$ cat src/rtl/sgi_pkg.sv
// Shared definitions for the software-generated interrupt dispatcher.
// Assumes a 32-bit command word with fixed field positions.
package sgi_pkg;
    localparam int ID_W     = 4;
    localparam int NUM_ID   = 1 << ID_W;
    localparam int MODE_LSB = 24;
    localparam int MASK_LSB = 16;

    typedef enum logic [1:0] {
        DST_LIST   = 2'd0,
        DST_OTHERS = 2'd1,
        DST_SELF   = 2'd2,
        DST_RSVD   = 2'd3
    } sgi_dst_e;
endpackage

$ cat src/rtl/sgi_decode.sv
// Command decoder: turns a command word and the requester index into a
// per-CPU target vector and an interrupt number.
// Assumes wr_cpu < NUM_CPU and NUM_CPU <= 8. Purely combinational.
module sgi_decode
    import sgi_pkg::*;
#(
    parameter int NUM_CPU = 4,
    parameter int CPU_W   = 2
) (
    input  logic               wr_en,
    input  logic [CPU_W-1:0]   wr_cpu,
    input  logic [31:0]        wr_cmd,
    output logic [NUM_CPU-1:0] tgt,
    output logic [ID_W-1:0]    id
);
    logic [NUM_CPU-1:0] self_oh;
    logic [NUM_CPU-1:0] mask;
    sgi_dst_e           mode;

    // One-hot of the requesting CPU.
    for (genvar c = 0; c < NUM_CPU; c++) begin : g_self
        assign self_oh[c] = (wr_cpu == CPU_W'(c));
    end

    assign mask = wr_cmd[MASK_LSB +: NUM_CPU];
    assign mode = sgi_dst_e'(wr_cmd[MODE_LSB +: 2]);
    assign id   = wr_cmd[ID_W-1:0];

    // Select the target set by destination mode.
    always_comb begin
        tgt = '0;
        if (wr_en) begin
            case (mode)
                DST_LIST:   tgt = mask;
                DST_OTHERS: tgt = ~self_oh;
                DST_SELF:   tgt = self_oh;
                default:    tgt = '0;
            endcase
        end
    end
endmodule

$ cat src/rtl/sgi_bank.sv
// Pending bank of one target CPU: one bit per interrupt number, and per
// source when TRACK_SRC is set. Set wins over a clear of the same bit.
// Without source tracking each number's bit is shown in every source slot.
module sgi_bank
    import sgi_pkg::*;
#(
    parameter int NUM_CPU   = 4,
    parameter int CPU_W     = 2,
    parameter bit TRACK_SRC = 1'b1
) (
    input  logic                        clk,
    input  logic                        rst_n,
    input  logic                        set_en,
    input  logic [ID_W-1:0]             set_id,
    input  logic [CPU_W-1:0]            set_src,
    input  logic                        clr_en,
    input  logic [ID_W-1:0]             clr_id,
    input  logic [CPU_W-1:0]            clr_src,
    output logic [NUM_ID-1:0]           pend_any,
    output logic [NUM_ID*NUM_CPU-1:0]   pend_src
);
    if (TRACK_SRC) begin : g_track
        logic [NUM_ID*NUM_CPU-1:0] q;
        logic [NUM_ID*NUM_CPU-1:0] set_hit;
        logic [NUM_ID*NUM_CPU-1:0] clr_hit;

        for (genvar i = 0; i < NUM_ID; i++) begin : g_id
            for (genvar s = 0; s < NUM_CPU; s++) begin : g_src
                assign set_hit[i*NUM_CPU+s] = set_en && (set_id == ID_W'(i))
                                              && (set_src == CPU_W'(s));
                assign clr_hit[i*NUM_CPU+s] = clr_en && (clr_id == ID_W'(i))
                                              && (clr_src == CPU_W'(s));
            end
            // Merge sources for the number's summary bit.
            assign pend_any[i] = |q[i*NUM_CPU +: NUM_CPU];
        end

        // Update per-source bits; set takes priority over clear.
        always_ff @(posedge clk) begin
            if (!rst_n) q <= '0;
            else        q <= set_hit | (q & ~clr_hit);
        end

        assign pend_src = q;
    end else begin : g_merge
        logic [NUM_ID-1:0] q;
        logic [NUM_ID-1:0] set_hit;
        logic [NUM_ID-1:0] clr_hit;

        for (genvar i = 0; i < NUM_ID; i++) begin : g_id
            assign set_hit[i] = set_en && (set_id == ID_W'(i));
            assign clr_hit[i] = clr_en && (clr_id == ID_W'(i));
            assign pend_src[i*NUM_CPU +: NUM_CPU] = {NUM_CPU{q[i]}};
        end

        // Update merged bits; set takes priority over clear.
        always_ff @(posedge clk) begin
            if (!rst_n) q <= '0;
            else        q <= set_hit | (q & ~clr_hit);
        end

        assign pend_any = q;

        // Source inputs are unused when sources are merged.
        logic unused_src;
        assign unused_src = ^{set_src, clr_src};
    end
endmodule

$ cat src/rtl/sgi_dispatch.sv
// Top of the software-generated interrupt dispatcher: decodes a command
// write and drives one pending bank per target CPU.
// Assumes wr_cpu < NUM_CPU and NUM_CPU in 1..8. Synchronous active-low reset.
module sgi_dispatch
    import sgi_pkg::*;
#(
    parameter int  NUM_CPU   = 4,
    parameter bit  TRACK_SRC = 1'b1,
    localparam int CPU_W     = (NUM_CPU > 1) ? $clog2(NUM_CPU) : 1
) (
    input  logic                              clk,
    input  logic                              rst_n,
    input  logic                              wr_en,
    input  logic [CPU_W-1:0]                  wr_cpu,
    input  logic [31:0]                       wr_cmd,
    input  logic [NUM_CPU-1:0]                clr_en,
    input  logic [ID_W*NUM_CPU-1:0]           clr_id,
    input  logic [CPU_W*NUM_CPU-1:0]          clr_src,
    output logic [NUM_ID*NUM_CPU-1:0]         pend_o,
    output logic [NUM_ID*NUM_CPU*NUM_CPU-1:0] pend_src_o
);
    localparam int BANK_W = NUM_ID * NUM_CPU;

    logic [NUM_CPU-1:0] tgt;
    logic [ID_W-1:0]    set_id;

    // Decode the command into targets and number.
    sgi_decode #(.NUM_CPU(NUM_CPU), .CPU_W(CPU_W)) u_decode (
        .wr_en  (wr_en),
        .wr_cpu (wr_cpu),
        .wr_cmd (wr_cmd),
        .tgt    (tgt),
        .id     (set_id)
    );

    // One pending bank per target CPU.
    for (genvar t = 0; t < NUM_CPU; t++) begin : g_bank
        sgi_bank #(.NUM_CPU(NUM_CPU), .CPU_W(CPU_W), .TRACK_SRC(TRACK_SRC)) u_bank (
            .clk      (clk),
            .rst_n    (rst_n),
            .set_en   (tgt[t]),
            .set_id   (set_id),
            .set_src  (wr_cpu),
            .clr_en   (clr_en[t]),
            .clr_id   (clr_id[t*ID_W +: ID_W]),
            .clr_src  (clr_src[t*CPU_W +: CPU_W]),
            .pend_any (pend_o[t*NUM_ID +: NUM_ID]),
            .pend_src (pend_src_o[t*BANK_W +: BANK_W])
        );
    end
endmodule

$ cat config.mk
export PLATFORM = sky130hd
export DESIGN_NAME = sgi_dispatch
export DESIGN_NICKNAME = d
export VERILOG_FILES = /design/src/rtl/sgi_pkg.sv /design/src/rtl/sgi_decode.sv /design/src/rtl/sgi_bank.sv /design/src/rtl/sgi_dispatch.sv
export SDC_FILE = /design/constraint.sdc
export NUM_CORES = 1
export LEC_CHECK = 0
export ABC_CLOCK_PERIOD_IN_PS = 4000
export BUFFER_PORTS_ARGS = -buffer_cell sky130_fd_sc_hd__buf_2
export CAP_MARGIN = 25
export CORE_MARGIN = 2
export CORE_UTILIZATION = 30
export DETAILED_ROUTE_END_ITERATION = 10
export SYNTH_ARGS = -nofsm -noshare
export SYNTH_HDL_FRONTEND = slang
export SYNTH_SLANG_ARGS = --single-unit
$ cat constraint.sdc
create_clock -name clk -period 4 [get_ports clk]
set_clock_uncertainty 0.1 [all_clocks]
set_input_delay 0.4 -clock clk [delete_from_list [all_inputs] [get_ports clk]]
set_output_delay 0.4 -clock clk [all_outputs]
set_load 0.01 [all_outputs]
==> results of run 1 <==
==> cells in the mapped netlist, types with 2 or more instances <==
cell         n  share of area, %
dfxtp_1    256                46
a32o_1     176                16
nand2_1    175               5.9
o211ai_1    82               5.5
o21ai_0     81               3.6
clkbuf_1    71               2.4
or4_1       64               4.3
buf_2       26               1.2
nor2_1      26              0.87
nand4b_1    20               1.6
and4bb_2    19               2.1
nand3b_1    16               1.1
nor4b_1     14               1.1
nand3_1     12              0.54
and3b_1     10              0.79
nor2_4       8              0.81
nor2b_1      8              0.45
and3_1       7              0.39
nor2_2       7              0.39
nand4_1      6              0.34
nor4bb_1     6              0.54
buf_6        5              0.50
nand4bb_1    5              0.50
or2_2        5              0.28
nor3b_1      4              0.27
or3b_2       4              0.31
o31a_1       3              0.24
or2_1        3              0.17
or4b_4       3              0.37
and4b_1      2              0.18
buf_4        2              0.13
clkbuf_2     2             0.090
nor4_1       2              0.11
o211a_1      2              0.18
or3b_1       2              0.16
==> layout make-up <==
| cell class | count | area [um2] | area share [%] |
|---|---|---|---|
| multi-input combinational | 781 | 5560 | 39.1 |
| sequential | 256 | 5120 | 36.0 |
| timing repair buffer | 375 | 1960 | 13.7 |
| clock buffer | 40 | 857 | 6.02 |
| tap | 468 | 586 | 4.12 |
| clock inverter | 13 | 138 | 0.967 |
| inverter | 1 | 3.75 | 0.0264 |
| antenna | 1 | 2.50 | 0.0176 |
==> logic make-up (layout without fill, tap and decap cells) <==
group | Yosys count | in the layout | share of synthesized area [%]
AOI/OAI and AO/OA | 347 | 347 | 25.6
other | 0 | 1 | 0
buffers and inverters | 107 | 429 | 4.32
DFF | 256 | 256 | 46.0
and+or+nand+nor | 434 | 434 | 24.1
==> metal layers <==
layer  global-route usage [%]  vias up  wire (um)
met5                        0        -          0
met4                     7.55        0       1730
met3                     3.08       95       3350
met2                     40.6      557      23300
met1                     30.6     5783      20100
li1                         -     5150          -
==> per-stage QoR <==
stage / cells / hold WS [ps] / setup slack, ps / instance area [um2] / utilization (%)
CTS: 1932 / 184 / 1800 / 14200 / 38.7
finish: 1935 / 219 / 1830 / 14200 / 38.9
global placement: 1879 / 395 / 1570 / 13200 / 36.0
detailed placement: 1879 / 400 / 1530 / 13200 / 36.0
floorplan: 1144 / 435 / 2310 / 11200 / -
global route: 1935 / 208 / 1770 / 14200 / 38.9
==> worst max-delay path by stage <==
stage,end,start,slack (ps)
floorplan,g_bank[0].u_bank.pend_src[1]$_SDFF_PN0_,wr_cmd[25],2310
global placement,g_bank[1].u_bank.pend_src[40]$_SDFF_PN0_,rst_n,1570
detailed placement,g_bank[1].u_bank.pend_src[36]$_SDFF_PN0_,rst_n,1530
CTS,pend_o[53],g_bank[3].u_bank.pend_src[23]$_SDFF_PN0_,1800
global route,pend_o[53],g_bank[3].u_bank.pend_src[23]$_SDFF_PN0_,1770
finish,pend_o[53],g_bank[3].u_bank.pend_src[23]$_SDFF_PN0_,1830
==> report_power, final <==
group	switching (W)	leakage [nW]	total (W)	internal (W)
logic	0.000300	3.47	0.000406	0.000106
clock network	0.00113	0.491	0.00276	0.00163
registers	0.0000106	2.06	0.00257	0.00256
==> critical path, stage by stage, from the launching register on <==
cell	delay, ps
dfxtp_1	380
or4_1	570
buf_2	170
==> summary.txt, run 1 <==
Place
  • Port buffer count: 362
  • GP Congestion: just under 0.9
  • Post-DP HPWL: between 30000 and 40000 um

Floorplan
  • Die height: 197 um
  • Core area: 36600 um2
  • FP Rows: 70
  • Top Ports: 385
  • Die Span X: 197 um
  • Initial Utilization: 30.5%
  • Die area: approximately 39000 um2

GRT
  • First-pass GRT wire length: ~68000 um
  • Gr usage total: 23.6%
  • Vias in the first global route: between 10k and 15k
  • Initial antenna violation count: 2
  • Remaining Overflow, GRT: 0
  • Largest net degree at the start of global routing: roughly 110

Clock tree
  • Clk sinks: around 260
  • Post-CTS Setup Repair Bufs: 0
  • H-tree lvl count: 1
  • Post-cts resize count: 0
  • CTS tree: yes
  • Worst skew pair latency: approximately 540 ps
  • Root Driver: clkbuf_16
  • Hold Buf Count CTS: 0
  • Clock Path Buffers: 3
  • CTS clk-pin slew, worst paths: 70 ps
  • Num CTS Buffers: 29

Cells and area
  • Fill cell count: 3775
  • Max FFs per register: between 200 and 300
  • Syn-to-layout area delta: 27.6%
  • Commonest non-fill, non-tap cell in the layout: buf_2
  • Nets: roughly 1.5k
  • Share of layout cells above drive strength 1: 32.5%
  • Commonest cells after routing, fill and taps aside: buf_2 (361), dfxtp_1 (256), a32o_1 (176), nand2_1 (175), o211ai_1 (82)

Power
  • Total power: about 0.0057 W
  • Pwr Density: between 400 and 500 nW/um2
  • Peak supply drop: between 0.2 and 0.3 mV
  • P_leak: between 6 and 7 nW

Setup path
  • Reg2reg setup slack: roughly 3200 ps
  • Worst EP required: approximately 3500 ps
  • Reg-to-Reg End: g_bank[3].u_bank.pend_src[27]$_SDFF_PN0_
  • CP arrival: roughly 1700 ps
  • CP Class: flip-flop to primary output
  • FF-to-FF Start: g_bank[3].u_bank.pend_src[27]$_SDFF_PN0_
  • Reg2Reg Depth: 2
  • Maximum fanout along the worst path: 3
  • Worst Setup End Kind: primary output
  • Startpoint type of the worst setup path: flip-flop

Synthesis
  • Syn_area_per_cell: about 10 um2
  • Flops & latches, synth: 256
  • Mapped Cells: 1144
  • Post-synthesis sequential area ratio: around 46%
  • Synth async-reset ratio: 0%
  • Yosys warns: 0
  • Post-Syn Area: ~11000 um2
  • Synth Flop Type: dfxtp_1
  • Library cells used by synthesis: 45
  • Post-Syn Nets: 1209
  • Number of flops mapped to enable cells by yosys: 0

STA
  • Max Fclk: 460 MHz
  • Setup TNS Final: 0 ps
  • Worst slew margin: ~31%
  • Setup Viol. Count Final: 0
  • Unrepaired setup endpoints after global routing: no
  • Endpoints failing hold: 0
  • Clock period minus worst slack: 2170 ps
  • Least-Margin Pin Slew: 1030 ps
  • Max Slew Vio Count: 0
  • Final period util: between 50% and 60%

Status
  • Status: finished, final reports clean

Job
  • Max-cap viol count: 0

Drt
  • Final WL: 48500 um
  • # DRC: 0
  • DR vias/cell: around 6
  • First-pass DRT Iterations: 5
  • Mean routed wirelength per cell: ~25 um
  • Total vias in the final route: roughly 12k
  • Post-DRT Antenna Nets: 0
  • Iter 0 DRT Violations: 1013

Worst hold path
  • Hold_sp: rst_n
  • Worst Hold Class: input pin to flip-flop
  • Hold depth: 3
  • WHS Endpoint: g_bank[3].u_bank.pend_src[23]$_SDFF_PN0_
Power figures use the tool's default switching activity.
==> run 2: changes to the inputs <==
ABC_CLOCK_PERIOD_IN_PS = 2000   (was 4000)
clock period = 2 ns   (was 4 ns; I/O delays follow)
==> run 2 against run 1 <==
Die area unchanged. Core utilization increased by 1.0 points. First-iteration DRC count decreased by 1.9%. Sequential cell count unchanged. Via count increased by 2.2%. Count of clock-buffer cells in the layout increased by 2. Register-to-register slack got worse by 2200 ps. Power increased by 96%. Critical endpoint is now pend_o[52].
==> summary.txt, run 2 (synthesis results as in run 1) <==
STA
  • Final period util: 99.0%
  • Final Hold Slack: 80.9 ps
  • Max Slew Vio Count: 0
  • Least-Margin Pin Slew: about 680 ps
  • Setup Viol. Count Final: 0
  • Unrepaired setup endpoints after global routing: no
  • Max Fclk: slightly above 500 MHz
  • Endpoints failing hold: 0
  • Clock period minus worst slack: 1980 ps
  • Setup TNS Final: 0 ps
  • Worst slew margin: between 50 and 60%

Clock tree
  • Num CTS Buffers: 28
  • H-tree lvl count: 1
  • Clock Path Buffers: 3
  • CTS clk-pin slew, worst paths: about 60 ps
  • Root Driver: clkbuf_16
  • CTS tree: yes
  • Clk sinks: approximately 260
  • Worst skew pair latency: around 540 ps
  • Post-CTS Setup Repair Bufs: 0

Setup path
  • Worst Setup End Kind: primary output
  • Maximum fanout along the worst path: 3
  • CP Cell Sequence: or4_1 -> buf_2
  • CP arrival: approximately 1700 ps
  • Worst path max stage delay: 600 ps
  • Worst EP required: 1700 ps
  • CP Class: flip-flop to primary output
  • Slowest-stage cell, CP: or4_1
  • Reg2reg setup slack: around 990 ps
  • Startpoint type of the worst setup path: flip-flop

Job
  • Max-cap viol count: 0

Cells and area
  • Share of layout cells above drive strength 1: approximately 35%
  • Final instance area: 14600 um2
  • Fill cell count: 3717
  • Commonest cells after routing, fill and taps aside: buf_2 (361), dfxtp_1 (256), a32o_1 (176), nand2_1 (175), o211ai_1 (82)
  • Syn-to-layout area delta: 30.9%
  • Nets: between 1.5k and 2k
  • Max FFs per register: about 260
  • Commonest non-fill, non-tap cell in the layout: buf_2

GRT
  • Remaining Overflow, GRT: 0
  • Vias in the first global route: between 10k and 15k
  • Gr usage total: 24.0%
  • Largest net degree at the start of global routing: 129
  • First-pass GRT wire length: about 70000 um
  • Initial antenna violation count: 3

Drt
  • Total vias in the final route: around 12k
  • DR vias/cell: 5.95
  • Post-DRT Antenna Nets: 0
  • # DRC: 0
  • Iter 0 DRT Violations: around 990
  • Mean routed wirelength per cell: 24.6 um
  • First-pass DRT Iterations: 6
  • Final WL: slightly below 50000 um

Floorplan
  • Die Span X: around 200 um
  • Die area: slightly below 40000 um2
  • Die height: between 150 and 200 um
  • Initial Utilization: a little under a third
  • Core area: roughly 37000 um2
  • FP Rows: 70
  • Top Ports: between 300 and 400

Power
  • Peak supply drop: slightly below 0.6 mV
  • P_leak: approximately 6.3 nW
  • Pwr Density: 770 nW/um2

Place
  • DP Area: between 10000 and 15000 um2
  • GP Congestion: between 0.8 and 0.9
  • Port buffer count: ~360
  • Post-DP HPWL: approximately 38000 um

Worst hold path
  • Worst Hold Class: input pin to flip-flop

Status
  • Status: finished, final reports clean
-- run 2: cell types whose count changed in the layout (fill, tap and decap cells not counted), sizes merged --
cell and delta:
buf +54, clkinv -4, clkbuf +2, clkinvlp +2
diode +2, dlygate4sd3 +2, inv -2
-- run 2: critical path, delay by kind of cell, from the launching register on --
family        cells  cell delay, ps
buf+inv           1             180
simple gates      1             600
flops             1             360
-- run 2: final timing paths --
path	from	depth (start not counted)	endpoint
max	g_bank[3].u_bank.pend_src[19]$_SDFF_PN0_	2	pend_o[52]
min	clr_id[0]	3	g_bank[0].u_bank.pend_src[4]$_SDFF_PN0_
max reg2reg	g_bank[2].u_bank.pend_src[23]$_SDFF_PN0_	3	g_bank[2].u_bank.pend_src[23]$_SDFF_PN0_
min reg2reg	g_bank[0].u_bank.pend_src[40]$_SDFF_PN0_	1	g_bank[0].u_bank.pend_src[40]$_SDFF_PN0_
-- run 2: power by group --
part	internal (W)	switching (W)	total [W]
Combinational	0.000244	0.000609	0.000852
Sequential	0.00512	0.0000214	0.00514
Clock	0.00313	0.00213	0.00526
Total	0.00849	0.00276	0.0112
-- run 2: repair_timing --
| item | in CTS | in global routing |
|---|---|---|
| gates resized for setup | 0 | 2 |
| setup endpoints to repair | 0 | 2 |
| endpoints found under the hold margin | 1 | 0 |
| hold buffers | 2 | 0 |
-- run 2: per-layer routing --
metal  GRT usage [%]  vias to the layer above  wire [um]
met1            31.0                     5846      20000
met2            40.5                      613      23200
li1                -                     5267          -
met3            3.34                      113       3460
met4            9.86                        0       2220
met5               0                        -          0
-- run 2: final cells by class --
| type | instances | area, um2 | share of cell area (%) |
|---|---|---|---|
| Antenna cell | 3 | 7.51 | 0.0514 |
| Sequential cell | 256 | 5120 | 35.1 |
| Tap cell | 468 | 586 | 4.01 |
| Clock buffer | 42 | 835 | 5.72 |
| Inverter | 1 | 3.75 | 0.0257 |
| Timing Repair Buffer | 431 | 2380 | 16.3 |
| Clock inverter | 9 | 105 | 0.720 |
| Multi-Input combinational cell | 781 | 5560 | 38.1 |
-- run 2: stage by stage --
step           power [W]  util [%]  instances  setup WS, ps
2_1_floorplan    0.00575         -       1144           513
3_3_place_gp     0.00606      37.2       1935           252
3_5_place_dp     0.00608      37.2       1935           218
4_1_cts           0.0113      39.8       1988          4.92
5_1_grt           0.0116      39.9       1991          7.66
6_report          0.0112      39.9       1991          19.1
==> run 3: changes to the inputs <==
ABC_AREA = 1   (was not set)
SETUP_SLACK_MARGIN = 0.3   (was not set)
==> run 3 against run 2 <==
Sequential power barely moved. Combinational power is 16% higher. Critical path depth unchanged. Cell count increased by 24%. Synthesized cell count increased by 33%. Sequential share of layout area fell by 1.4 points. Critical path type unchanged.
==> summary.txt, run 3 <==
Status
  • Status: finished, final reports clean

Cells and area
  • Nets: about 2.0k
  • Commonest cells after routing, fill and taps aside: buf_2 (352), a21oi_1 (256), nand3_1 (202), o21ai_0 (201), nand2_1 (183)
  • Final cell count without fillers: roughly 2.5k
  • Final core utilization: a little over two fifths
  • Max FFs per register: 256
  • # diodes: 0
  • Share of layout cells above drive strength 1: between 30% and 40%
  • Syn-to-layout area delta: 38.3%
  • Commonest non-fill, non-tap cell in the layout: buf_2

Place
  • Post-DP HPWL: roughly 32000 um
  • Port buffer count: 362
  • Placed cells: 2329
  • GP Congestion: 0.843

GRT
  • Remaining Overflow, GRT: 0
  • Vias in the first global route: about 12k
  • Initial antenna violation count: 2
  • Largest net degree at the start of global routing: between 100 and 150
  • Gr usage total: 23.5%
  • First-pass GRT wire length: 71900 um

Setup path
  • CP Class: flip-flop to primary output
  • Startpoint type of the worst setup path: flip-flop
  • Maximum fanout along the worst path: 2
  • CP arrival: 1580 ps
  • Worst EP required: around 1700 ps
  • Worst Setup End Kind: primary output

Clock tree
  • CTS tree: yes
  • CTS clk-pin slew, worst paths: about 60 ps
  • Clk sinks: around 260
  • Num CTS Buffers: 30
  • Worst skew pair latency: approximately 550 ps
  • H-tree lvl count: 1
  • Root Driver: clkbuf_16
  • Clock Path Buffers: 3

Synthesis
  • Mapped Cells: roughly 1.5k
  • Yosys warns: 0
  • Post-synth top cells: a21oi_1 (256), dfxtp_1 (256), nand3_1 (202)
  • Post-synthesis sequential area ratio: ~45%
  • Synth async-reset ratio: 0%
  • Number of flops mapped to enable cells by yosys: 0
  • Area contributors post-synth: dfxtp_1 (45%), a21oi_1 (11%), nand3_1 (8.9%)
  • Post-Syn Nets: 1589
  • Syn_area_per_cell: approximately 7.4 um2
  • Area leader, netlist: dfxtp_1
  • Flops & latches, synth: about 260
  • Library cells used by synthesis: 19
  • Synth Flop Type: dfxtp_1
  • Post-Syn Area: about 11000 um2
  • Area share of the largest cell type after synthesis: 45.2%

STA
  • Max Slew Vio Count: 0
  • Unrepaired setup endpoints after global routing: yes
  • Final period util: 94.2%
  • Max Fclk: ~530 MHz
  • Clock period minus worst slack: ~1900 ps
  • Least-Margin Pin Slew: ~930 ps
  • Setup TNS Final: 0 ps
  • Endpoints failing hold: 0
  • Worst slew margin: between 30% and 40%
  • Setup Viol. Count Final: 0

Floorplan
  • Core area: ~37000 um2
  • Initial Utilization: 30.3%
  • Die Span X: around 200 um
  • FP Rows: 71
  • Top Ports: 385
  • Die area: between 30000 and 40000 um2
  • Die height: just under 200 um

Job
  • Max-cap viol count: 0

Drt
  • Post-DRT Antenna Nets: 0
  • Total vias in the final route: 13.3k
  • First-pass DRT Iterations: 7
  • Mean routed wirelength per cell: 19.7 um
  • Iter 0 DRT Violations: around 1.1k
  • # DRC: 0
  • DR vias/cell: between 5 and 6
  • Final WL: ~49000 um

Worst hold path
  • Worst Hold Class: input pin to flip-flop

Power
  • Total power: ~0.012 W
  • Peak supply drop: around 0.62 mV
  • Pwr Density: 744 nW/um2
  • P_leak: 6.96 nW
==> run 3: area by class of cell <==
class | count | area [um2]
Clock buffer | 47 | 906
Clock inverter | 7 | 95.1
Fill cell | 3821 | 21700
Inverter | 94 | 358
Multi-Input combinational cell | 1057 | 5390
Sequential cell | 256 | 5290
Tap cell | 511 | 639
Timing Repair Buffer | 494 | 3010
==> run 3: path summary, 6_finish.rpt <==
path	from	end	slack [ps]	depth (start not counted)
setup / recovery	g_bank[3].u_bank.pend_src[2]$_SDFF_PN0_	pend_o[48]	120	2
setup reg to reg	g_bank[0].u_bank.pend_src[19]$_SDFF_PN0_	g_bank[0].u_bank.pend_src[19]$_SDFF_PN0_	1030	4
hold reg to reg	g_bank[1].u_bank.pend_src[18]$_SDFF_PN0_	g_bank[1].u_bank.pend_src[18]$_SDFF_PN0_	380	2
hold / removal	rst_n	g_bank[0].u_bank.pend_src[28]$_SDFF_PN0_	20	4
==> run 3: critical path: stages, from the launching register on <==
cell and delay, ps:
dfxtp_2 330, or4_1 540, buf_2 160
==> run 3: where the power goes <==
part           total [W]  switching [W]  leakage [nW]  internal (W)
Combinational   0.000992       0.000750          4.35      0.000242
Clock            0.00555        0.00220         0.488       0.00335
Sequential       0.00514      0.0000164          2.13       0.00512
==> run 3: logic make-up after synthesis <==
kind of cell           after synthesis  synth area share, %
buffers and inverters              211                 8.00
DFF                                256                 45.2
and+or+nand+nor                    576                 25.0
AOI/OAI and AO/OA                  481                 21.8
==> run 3: metal layers <==
metal  GRT usage [%]  routed length, um  up-vias
met5               0                 24        -
met4            7.66               1350        4
met3            3.71               3810       94
met2            39.1              22500      673
met1            31.2              20800     6334
li1                -                  -     6197
==> run 3: stage by stage <==
| step | cell area, um2 | hold WS, ps | worst slack, ps |
|---|---|---|---|
| 4_1_cts | 15600 | 1.12 | 92.6 |
| 6_report | 15700 | 20.8 | 117 |
| 2_1_floorplan | 11300 | 394 | 789 |
| 3_3_place_gp | 13800 | 366 | -13.4 |
| 5_1_grt | 15700 | 32.1 | 87.5 |
| 3_5_place_dp | 13800 | 363 | -27.7 |
==> run 3: what timing repair did <==
action                     CTS  global route
hold endpoints to repair     1             0
hold buffers                 1             0
buffers inserted            79             3
gates resized for setup    131            22
pin swaps                   44             8
setup endpoints to repair   61            61
